File: src/rtl/cfl_pkg.sv
package cfl_pkg;

   typedef enum logic [1:0] {
      CFL_FTERN = 2'd0,
      CFL_FBIN  = 2'd1,
      CFL_BTERN = 2'd2,
      CFL_BBIN  = 2'd3
   } cfl_op_e;

   localparam int CFL_TERN_IDX_W = 3;
   localparam int CFL_BIN_IDX_W  = 2;
   localparam int CFL_IMM_W      = 1 << CFL_TERN_IDX_W;

endpackage

File: src/rtl/cfl_lut.sv
module cfl_lut #(
   parameter int IDX_W   = 3,
   parameter bit LUT_SOP = 1'b0
) (
   input  logic [(1<<IDX_W)-1:0] tbl,
   input  logic [IDX_W-1:0]      idx,
   output logic                  val
);
   localparam int TBL_N = 1 << IDX_W;

   if (IDX_W < 1) begin : g_bad_idx
      $error("cfl_lut: IDX_W must be at least 1");
   end

   if (LUT_SOP) begin : g_sop
      // sum of products: one decoded minterm per table entry
      always_comb begin
         val = 1'b0;
         for (int e = 0; e < TBL_N; e++) begin
            val = val | ((idx == IDX_W'(e)) & tbl[e]);
         end
      end
   end else begin : g_mux
      assign val = tbl[idx];
   end
endmodule

File: src/rtl/cfl_field_eval.sv
module cfl_field_eval #(
   parameter int FIELD_W = 4,
   parameter bit LUT_SOP = 1'b0
) (
   input  logic [FIELD_W-1:0]           dst,
   input  logic [FIELD_W-1:0]           srca,
   input  logic [FIELD_W-1:0]           srcb,
   input  logic [cfl_pkg::CFL_IMM_W-1:0] imm,
   input  logic [FIELD_W-1:0]           mask,
   input  logic                         is_bin,
   output logic [FIELD_W-1:0]           res
);
   import cfl_pkg::*;

   if (FIELD_W != (1 << CFL_BIN_IDX_W)) begin : g_bad_w
      $error("cfl_field_eval: FIELD_W must equal the binary table size");
   end

   for (genvar k = 0; k < FIELD_W; k++) begin : g_bit
      logic tern_v, bin_v, new_v;

      cfl_lut #(.IDX_W(CFL_TERN_IDX_W), .LUT_SOP(LUT_SOP)) u_tern (
         .tbl (imm),
         .idx ({dst[k], srca[k], srcb[k]}),
         .val (tern_v)
      );

      cfl_lut #(.IDX_W(CFL_BIN_IDX_W), .LUT_SOP(LUT_SOP)) u_bin (
         .tbl (srcb),
         .idx ({dst[k], srca[k]}),
         .val (bin_v)
      );

      assign new_v  = is_bin ? bin_v : tern_v;
      assign res[k] = mask[k] ? new_v : dst[k];


      always_comb begin
         mask_keep_chk: assert (mask[k] || (res[k] == dst[k]));
      end
   end
endmodule

File: src/rtl/cfl_bit_eval.sv
module cfl_bit_eval #(
   parameter int CR_W    = 32,
   parameter int FIELD_W = 4,
   parameter bit LUT_SOP = 1'b0,
   localparam int BIDX_W = $clog2(CR_W)
) (
   input  logic [CR_W-1:0]              cr,
   input  logic [BIDX_W-1:0]            bt,
   input  logic [BIDX_W-1:0]            ba,
   input  logic [BIDX_W-1:0]            bb,
   input  logic [FIELD_W-1:0]           tbl_fld,
   input  logic [cfl_pkg::CFL_IMM_W-1:0] imm,
   input  logic                         is_bin,
   output logic                         new_bit
);
   import cfl_pkg::*;

   localparam logic [BIDX_W-1:0] TOP = BIDX_W'(CR_W - 1);

   logic vt, va, vb, tern_v, bin_v;

   // bit numbers count from the register MSB
   assign vt = cr[TOP - bt];
   assign va = cr[TOP - ba];
   assign vb = cr[TOP - bb];

   cfl_lut #(.IDX_W(CFL_TERN_IDX_W), .LUT_SOP(LUT_SOP)) u_tern (
      .tbl (imm),
      .idx ({vt, va, vb}),
      .val (tern_v)
   );

   cfl_lut #(.IDX_W(CFL_BIN_IDX_W), .LUT_SOP(LUT_SOP)) u_bin (
      .tbl (tbl_fld),
      .idx ({vt, va}),
      .val (bin_v)
   );

   assign new_bit = is_bin ? bin_v : tern_v;
endmodule

File: src/rtl/cfl_unit.sv
module cfl_unit #(
   parameter int NFIELDS = 8,
   parameter int FIELD_W = 4,
   parameter bit LUT_SOP = 1'b0,
   localparam int CR_W   = NFIELDS * FIELD_W,
   localparam int FIDX_W = $clog2(NFIELDS),
   localparam int BIDX_W = $clog2(CR_W)
) (
   input  logic                          clk,
   input  logic                          rst_n,
   input  logic                          req_valid,
   input  logic [1:0]                    req_op,
   input  logic [FIDX_W-1:0]             fld_dst,
   input  logic [FIDX_W-1:0]             fld_a,
   input  logic [FIDX_W-1:0]             fld_b,
   input  logic [BIDX_W-1:0]             bit_dst,
   input  logic [BIDX_W-1:0]             bit_a,
   input  logic [BIDX_W-1:0]             bit_b,
   input  logic [cfl_pkg::CFL_IMM_W-1:0]  tt_imm,
   input  logic [FIELD_W-1:0]            wr_mask,
   input  logic [CR_W-1:0]               cr_in,
   output logic [CR_W-1:0]               cr_out,
   output logic                          illegal,
   output logic                          done
);
   import cfl_pkg::*;

   if ((1 << FIDX_W) != NFIELDS) begin : g_bad_nf
      $error("cfl_unit: NFIELDS must be a power of two");
   end
   if ((1 << BIDX_W) != CR_W) begin : g_bad_cr
      $error("cfl_unit: register width must be a power of two");
   end

   cfl_op_e op;
   assign op = cfl_op_e'(req_op);

   logic is_field, is_bin, zero_mask;
   assign is_field  = (op == CFL_FTERN) || (op == CFL_FBIN);
   assign is_bin    = (op == CFL_FBIN) || (op == CFL_BBIN);
   assign zero_mask = is_field && (wr_mask == '0);

   // field extraction, field 0 at the register MSB
   logic [FIELD_W-1:0] f_dst, f_a, f_b, f_res;
   always_comb begin
      f_dst = '0;
      f_a   = '0;
      f_b   = '0;
      for (int n = 0; n < NFIELDS; n++) begin
         if (fld_dst == FIDX_W'(n)) f_dst = cr_in[CR_W-1-FIELD_W*n -: FIELD_W];
         if (fld_a   == FIDX_W'(n)) f_a   = cr_in[CR_W-1-FIELD_W*n -: FIELD_W];
         if (fld_b   == FIDX_W'(n)) f_b   = cr_in[CR_W-1-FIELD_W*n -: FIELD_W];
      end
   end

   cfl_field_eval #(.FIELD_W(FIELD_W), .LUT_SOP(LUT_SOP)) u_field (
      .dst    (f_dst),
      .srca   (f_a),
      .srcb   (f_b),
      .imm    (tt_imm),
      .mask   (wr_mask),
      .is_bin (is_bin),
      .res    (f_res)
   );

   logic nb;
   cfl_bit_eval #(.CR_W(CR_W), .FIELD_W(FIELD_W), .LUT_SOP(LUT_SOP)) u_bit (
      .cr      (cr_in),
      .bt      (bit_dst),
      .ba      (bit_a),
      .bb      (bit_b),
      .tbl_fld (f_b),
      .imm     (tt_imm),
      .is_bin  (is_bin),
      .new_bit (nb)
   );

   logic [CR_W-1:0] cr_fld, cr_bit, cr_nxt;
   always_comb begin
      cr_fld = cr_in;
      for (int n = 0; n < NFIELDS; n++) begin
         if (fld_dst == FIDX_W'(n)) cr_fld[CR_W-1-FIELD_W*n -: FIELD_W] = f_res;
      end
   end

   always_comb begin
      cr_bit = cr_in;
      cr_bit[BIDX_W'(CR_W-1) - bit_dst] = nb;
   end

   always_comb begin
      if (zero_mask)     cr_nxt = cr_in;
      else if (is_field) cr_nxt = cr_fld;
      else               cr_nxt = cr_bit;
   end

   always_ff @(posedge clk or negedge rst_n) begin
      if (!rst_n) begin
         cr_out  <= '0;
         illegal <= 1'b0;
         done    <= 1'b0;
      end else begin
         done    <= req_valid;
         illegal <= req_valid && zero_mask;
         if (req_valid) cr_out <= cr_nxt;
      end
   end

   // span of bits a field request may change, built from the port fields
   logic [CR_W-1:0] span_chk;
   always_comb begin
      span_chk = '0;
      for (int n = 0; n < NFIELDS; n++) begin
         for (int k = 0; k < FIELD_W; k++) begin
            if ((fld_dst == FIDX_W'(n)) && wr_mask[k]) span_chk[CR_W-FIELD_W*(n+1)+k] = 1'b1;
         end
      end
   end


   done_rise_chk: assert property (@(posedge clk) disable iff (!rst_n)
      req_valid |=> done);

   done_drop_chk: assert property (@(posedge clk) disable iff (!rst_n)
      !req_valid |=> (!done && $stable(cr_out)));

   zero_mask_chk: assert property (@(posedge clk) disable iff (!rst_n)
      (req_valid && !req_op[1] && (wr_mask == '0)) |=> (illegal && (cr_out == $past(cr_in))));

   bit_legal_chk: assert property (@(posedge clk) disable iff (!rst_n)
      (req_valid && req_op[1]) |=> !illegal);

   one_bit_chk: assert property (@(posedge clk) disable iff (!rst_n)
      (req_valid && req_op[1]) |=> ($countones(cr_out ^ $past(cr_in)) <= 1));

   field_span_chk: assert property (@(posedge clk) disable iff (!rst_n)
      (req_valid && !req_op[1]) |=> (((cr_out ^ $past(cr_in)) & ~$past(span_chk)) == '0));

   illegal_done_chk: assert property (@(posedge clk) disable iff (!rst_n)
      illegal |-> done);
endmodule

File: config.mk
export PLATFORM = sky130hd
export DESIGN_NAME = cfl_unit
export DESIGN_NICKNAME = d
export VERILOG_FILES = /design/src/rtl/cfl_pkg.sv /design/src/rtl/cfl_lut.sv /design/src/rtl/cfl_field_eval.sv /design/src/rtl/cfl_bit_eval.sv /design/src/rtl/cfl_unit.sv
export SDC_FILE = /design/constraint.sdc
export NUM_CORES = 1
export LEC_CHECK = 0
export BUFFER_PORTS_ARGS = -buffer_cell sky130_fd_sc_hd__buf_2
export CAP_MARGIN = 15
export CORE_MARGIN = 2
export CORE_UTILIZATION = 62
export DETAILED_ROUTE_END_ITERATION = 8
export PLACE_DENSITY_LB_ADDON = 0.25
export SLEW_MARGIN = 0
export SYNTH_ARGS = -nofsm -noshare
export SYNTH_HDL_FRONTEND = slang
export SYNTH_SLANG_ARGS = --single-unit
File: constraint.sdc
create_clock -name clk -period 1.5 [get_ports clk]
set_input_delay 0.225 -clock clk [delete_from_list [all_inputs] [get_ports clk]]
set_output_delay 0.225 -clock clk [all_outputs]
set_load 0.005 [all_outputs]
==> results of run 1 <==
==> synthesized netlist by cell type, types with 4 or more instances <==
library cell	instances	area share, %
sky130_fd_sc_hd__a311oi_1	5	0.81
sky130_fd_sc_hd__mux2i_1	62	11
sky130_fd_sc_hd__nor2b_1	11	1.3
sky130_fd_sc_hd__o22ai_1	8	0.92
sky130_fd_sc_hd__a21oi_1	40	3.7
sky130_fd_sc_hd__o221ai_1	10	1.6
sky130_fd_sc_hd__clkbuf_1	34	2.3
sky130_fd_sc_hd__mux2_2	10	2.1
sky130_fd_sc_hd__nand2b_1	18	2.1
sky130_fd_sc_hd__a31oi_1	34	3.9
sky130_fd_sc_hd__nand2_1	91	6.3
sky130_fd_sc_hd__o21ai_1	19	1.7
sky130_fd_sc_hd__nand3_1	24	2.2
sky130_fd_sc_hd__mux4_2	10	4.1
sky130_fd_sc_hd__o31ai_1	4	0.55
sky130_fd_sc_hd__buf_4	7	0.97
sky130_fd_sc_hd__or3_1	23	2.6
sky130_fd_sc_hd__o211a_1	4	0.74
sky130_fd_sc_hd__o21ai_0	48	4.4
sky130_fd_sc_hd__nor2_1	51	3.5
sky130_fd_sc_hd__nor3b_1	4	0.55
sky130_fd_sc_hd__a211oi_1	6	0.83
sky130_fd_sc_hd__o21a_1	9	1.2
sky130_fd_sc_hd__a21o_1	6	0.83
sky130_fd_sc_hd__and3_1	6	0.69
sky130_fd_sc_hd__o211ai_1	20	2.8
sky130_fd_sc_hd__nor3_1	17	1.6
sky130_fd_sc_hd__and2_1	7	0.81
sky130_fd_sc_hd__nor4_1	9	1.0
sky130_fd_sc_hd__buf_2	11	1.0
sky130_fd_sc_hd__inv_1	13	0.90
sky130_fd_sc_hd__dfrtp_1	34	16
sky130_fd_sc_hd__a22oi_1	17	2.3
sky130_fd_sc_hd__mux2i_4	4	1.7
sky130_fd_sc_hd__nand4_1	4	0.46
==> stage by stage <==
step / instance area (µm²) / setup TNS (ns) / utilization [%]
after floorplan: 5630 / -22.69 / -
after global placement: 7380 / -33.87 / 85.9
after detailed placement: 7380 / -38.81 / 85.9
==> logic make-up after synthesis <==
| logic type | count (synthesis) | share of synthesized area [%] |
|---|---|---|
| multiplexers | 89 | 20.7 |
| AO/OA/AOI/OAI | 263 | 32.4 |
| AND/OR/NAND/NOR | 274 | 24.6 |
| buffers and inverters | 74 | 6.56 |
| flip-flops | 34 | 15.7 |
==> results, run 1 <==
- CTS placed an instance of sky130_fd_sc_hd__clkbuf_8 at the clock tree root.
- The die boundary height is 97.6 µm.
- The tool reported: "[ERROR DPL-0033] detailed placement checks failed during check placement".
- The distinct cell type count after synthesis is 66.
- In this run, synthesis inferred 0 flip-flops with an integrated enable.
- In this run the horizontal extent of the chip is 97.6 µm.
- The clock drives 34 sinks.
- Synthesis handed over a netlist of 734 instances.
- The number of post-CTS setup repair buffers is 25.
- The run stopped with a tool error.
- At the end of routability-driven placement, the weighted congestion stood at 1.20.
- The total I/O pin count is 107.
- The net count after synthesis is 807.
- Synthesis inferred 34 register bits.
- Counting the buffers created by CTS gives 5.
- OpenSTA, run right after detailed placement, puts the worst setup slack at -1.28 ns.
- A synthesized cell averages 7.41 µm².
- After legalization and detailed placement, the total HPWL measured 20300 µm.
- Summing every instance area after synthesis gives 0.00544 mm².
- The total number of yosys warnings is 0.
- After synthesis, flip-flops and latches occupy 15.7% of the total area.
- Counting along the longest clock path gives a buffer depth of 2.
- The maximum level of the CTS H-tree is 2.
- In this run, post-CTS repair resized a total of 192 instances.
- The number of placed instances with taps included is 1081.
- In the synthesized netlist the dominant register cell turns out to be sky130_fd_sc_hd__dfrtp_1.
- The number of hold buffers added after cts is 1.
- After floorplanning, the core was divided into 34 placement rows.
- Once the floorplan was initialized, standard cells occupied 63.3% of the core.
- The count of input and output buffers is 106.
- In the synthesized netlist the async set-or-reset flop fraction comes to 100%.
- The flow stopped in 4_1_cts.
==> inputs of run 2 (changes only) <==
--- a/config.mk
+++ b/config.mk
@@ -8,9 +8,9 @@
 export BUFFER_PORTS_ARGS = -buffer_cell sky130_fd_sc_hd__buf_2
 export CAP_MARGIN = 15
 export CORE_MARGIN = 2
-export CORE_UTILIZATION = 62
+export CORE_UTILIZATION = 40
 export DETAILED_ROUTE_END_ITERATION = 8
-export PLACE_DENSITY_LB_ADDON = 0.25
+export PLACE_DENSITY_LB_ADDON = 0.15
 export SLEW_MARGIN = 0
 export SYNTH_ARGS = -nofsm -noshare
 export SYNTH_HDL_FRONTEND = slang
==> run 2 against run 1 <==
Against the previous run:
- the flow now finishes, with violations (negative setup slack)
- area after synthesis unchanged
- synthesized cell count stayed put
==> results, run 2 <==
- The proportion of synthesized flip-flops having asynchronous set or reset is 100% (unchanged).
- The area of placed instances is 0.00776 mm² (+5.0%).
- The data required time at the worst endpoint is 1.72 ns.
- In this design, the stage delay of the slowest critical-path cell is 0.54 ns.
- The final number of setup-violating endpoints is 32.
- The net count after synthesis is 807 (unchanged).
- The total number of placement rows was 42 (+24%).
- The xor and xnor fraction of the mapped netlist area came to 0% (unchanged).
- The worst register-to-register path ends at cr_out[4].
- The setup slack of the critical path after layout is -0.952 ns.
- The total power is 5.71 mW.
- The worst reg-to-reg path cell count is 3.
- For the pin with the worst max-slew slack, the measured transition is 0.486 ns.
- The clock sink total is 34 (unchanged).
- The total number of yosys warnings is 0 (unchanged).
- The residual antenna-violating net count after detailed routing is 0.
- The total standard cell area after synthesis is 0.00544 mm² (unchanged).
- The number of antenna violations at the first check in global routing was 2.
- For this block, the routed nets add up to 29000 µm of wire.
- The leakage power of the design is 4.03 nW.
- The distinct cell type count after synthesis is 66 (unchanged).
- For this design the ratio of total power to cell area is 615 mW/mm².
- The number of buffers and inverters on the critical path is 5.
- The flop and latch count out of synthesis is 34 (unchanged).
- In the post-synthesis netlist, the biggest area contributors are sky130_fd_sc_hd__dfrtp_1, sky130_fd_sc_hd__mux2i_1, sky130_fd_sc_hd__nand2_1, sky130_fd_sc_hd__o21ai_0, sky130_fd_sc_hd__mux4_2.
- The max-slew violation count is 0.
- The final core utilization is 70.0%.
- The residual overflow from global routing is 0.
- The maximum fanout encountered on the critical timing path is 8.
- The maximum operating frequency is 0.408 GHz.
- In this run the standard cell core region covers 0.0132 mm².
- The final RePlAce weighted congestion is 1.08 (-9.6%).
- The area of all placed cells without fillers is 0.00928 mm².
- The worst setup path endpoint is cr_out[25].
- In the layout the commonest cells are sky130_fd_sc_hd__buf_4, sky130_fd_sc_hd__nand2_1, sky130_fd_sc_hd__buf_2.
- The critical path runs through a total of 14 cells.
- The register-to-register path setup slack is 0.50 ns.
- The count of input and output buffers is 106 (unchanged).
- The width of the die was 121 µm (+23%).
- The HPWL after detailed placement is 21400 µm (+5.3%).
- The average instance area after synthesis came to 7.41 µm² (unchanged).
- In the final layout, the registers with the most flip-flops are cr_out x32, done x1, illegal x1.
- The flip-flop cell with the highest count after synthesis is sky130_fd_sc_hd__dfrtp_1.
- STA classifies the critical path endpoint as a register.
- The via count of the first global-routing pass is 7720.
- The number of diodes added for antenna fixing is 0.
- The main combinational cell family by area after synthesis is compound AO/OA/AOI/OAI gates.
- The max capacitance violation total is 0.
- The total routing resource utilization after global routing is 38.2%.
- Dividing the detail-routed via count by the number of cells gives 6.40.
- TritonCTS built the clock tree.
- The die boundary height is 121 µm (+23%).
- The share of the synthesized area in compound gates (AO/OA/AOI/OAI) is 32.4% (unchanged).
- Before antenna repair, the detailed router went through 7 iterations.
- The clock skew is 0 ns.
- The most repeated cell in the gate-level netlist after synthesis is sky130_fd_sc_hd__nand2_1.
- The count of unresolved DRC violations after routing is 0.
- The sequential share of the synthesized area came to 15.7% (unchanged).
- IR analysis of the VDD net gives a maximum drop of 643 µV.
- The later pin in the worst-skew pair is clocked with a latency of 0.29 ns.
- Counting instances, the worst hold path has a depth of 1.
- The initial cell density of the core is 41.1% (-22 points).
- The startpoint of the worst register-to-register path is cr_out[4].
- The maximum level of the CTS H-tree is 2 (unchanged).
- The total I/O pin count is 107 (unchanged).
- The final count of hold timing violations is 0.
- The number of instances in the synthesized netlist came to 734 (unchanged).
- The register with the most flip-flops in the layout has 32 of them.
- The first global-routing pass estimated 42900 µm of wire.
- In this run the tightest slew margin relative to its limit is 67.6%.
- The launch point of the critical path is fld_b[1].
- The final net count is 1128.
- Among all stages on the critical path, the largest delay is contributed by sky130_fd_sc_hd__mux4_2.
- The number of placed instances with taps included is 1186 (+9.7%).
- The final hold slack is 0.0970 ns.
- The path class of the tightest hold or removal check is in -> reg.
- Sorting the synthesized cells by how often they occur yields sky130_fd_sc_hd__nand2_1, sky130_fd_sc_hd__mux2i_1, sky130_fd_sc_hd__nor2_1.
- The count of placed standard cells in the final layout, fillers left out is 1232.
- The most common cell after layout, fill and taps aside is sky130_fd_sc_hd__buf_4.
- Setup repair after global routing could not meet its margin everywhere.
- The clock root buffer master is sky130_fd_sc_hd__clkbuf_16.
- The count of flip-flops with a built-in enable after synthesis came to 0 (unchanged).
- The kind of critical path is in -> reg.
- Dividing the detail-routed wire length by the instance count gives 23.6 µm.
- The clock slew seen by the registers of the worst setup and hold paths is 0.06 ns.
- The total die area is 0.0145 mm².
- The detailed-route via count is 7888.
- The adder-cell area share of the yosys netlist is 0% (unchanged).
- From synthesis to final layout, the design area changed by 70.6%.
- The register bank with the most flops is cr_out.
- Walking the worst path, the cells encountered are buf_8 > buf_12 > buf_6 > buf_6 > mux4_2 > mux2i_4 > buf_12 > nor3_4 > a31oi_1 > nor2_1 > a211oi_2 > a21oi_4 > or3_4 > a31oi_4.
- The period utilization is 163%.
- Data arrives at the worst endpoint at 2.67 ns.
- The pre-CTS setup slack is -1.45 ns (-0.176 ns).
- The shortest period the worst path allows is 2.45 ns.
- The mux cell area share after synthesis came to 20.7% (unchanged).
- Of all cell types, the one taking the most synthesized area is sky130_fd_sc_hd__dfrtp_1.
- The checks that failed: negative setup slack.
- STA classifies the critical path startpoint as an input port.
- The run finished, with violations left.
- The post-route netlist has 50.1% of its cells at a drive strength greater than 1.
- For the final routed database, the setup TNS stands at -26.49 ns.
- The number of violations reported at the end of detailed-routing iteration 0 is 741.
- The share of the synthesized area in the top cell type is 15.7% (unchanged).
- The maximum clock insertion buffer count is 2 (unchanged).
- Among cell families on the critical path, the largest total delay comes from multiplexers.
- The simple logic cell fraction of the synthesized area is 24.6% (unchanged).
- The largest net degree at the start of global routing is 37.
- The number of clock buffers inserted by TritonCTS is 5 (unchanged).
==> run 2: cell counts after synthesis <==
Identical to the previous run, type by type.
==> run 2: repair_timing <==
item,in CTS,in global routing
endpoints found under the setup margin,32,32
setup buffers,18,21
gates resized for setup,132,115
pin swaps,34,60
endpoints found under the hold margin,9,0
hold buffers,1,0
==> run 2: metal layers <==
| layer | vias to the layer above | track usage, % | share of wire (%) |
|---|---|---|---|
| met5 | - | 0 | 0.096 |
| met4 | 4 | 19.5 | 6.3 |
| met3 | 142 | 6.46 | 8.9 |
| met2 | 515 | 63.5 | 47 |
| met1 | 3764 | 47.5 | 38 |
| li1 | 3463 | - | - |
==> run 2: worst min-delay path by stage <==
stage                            end  startpoint  slack (ns)
after floorplan            cr_out[0]       rst_n       -0.07
after global placement    cr_out[14]       rst_n        0.28
after detailed placement  cr_out[30]       rst_n        0.30
after CTS                       done   req_valid        0.10
after global routing            done   req_valid        0.11
final                           done   req_valid         0.1
==> run 2: cell families (layout without fill, tap and decap cells) <==
group	Yosys count	after routing
buffers and inverters	74	396
AO/OA/AOI/OAI	263	263
flip-flops	34	34
AND/OR/NAND/NOR	274	274
multiplexers	89	89
==> run 2: area by class of cell <==
cell class,instances,area (µm²)
well taps,176,220
flip-flops and latches,34,851
clock buffers,8,166
fillers,1116,3970
multi-input cells,626,4980
repair buffers,374,3010
inverters,14,52.6
==> run 2: power breakdown <==
group | switching [mW] | internal [mW]
logic | 1.77 | 1.68
clock network | 0.419 | 0.752
registers | 0.0676 | 1.02
(Power assumes the default switching activity.)
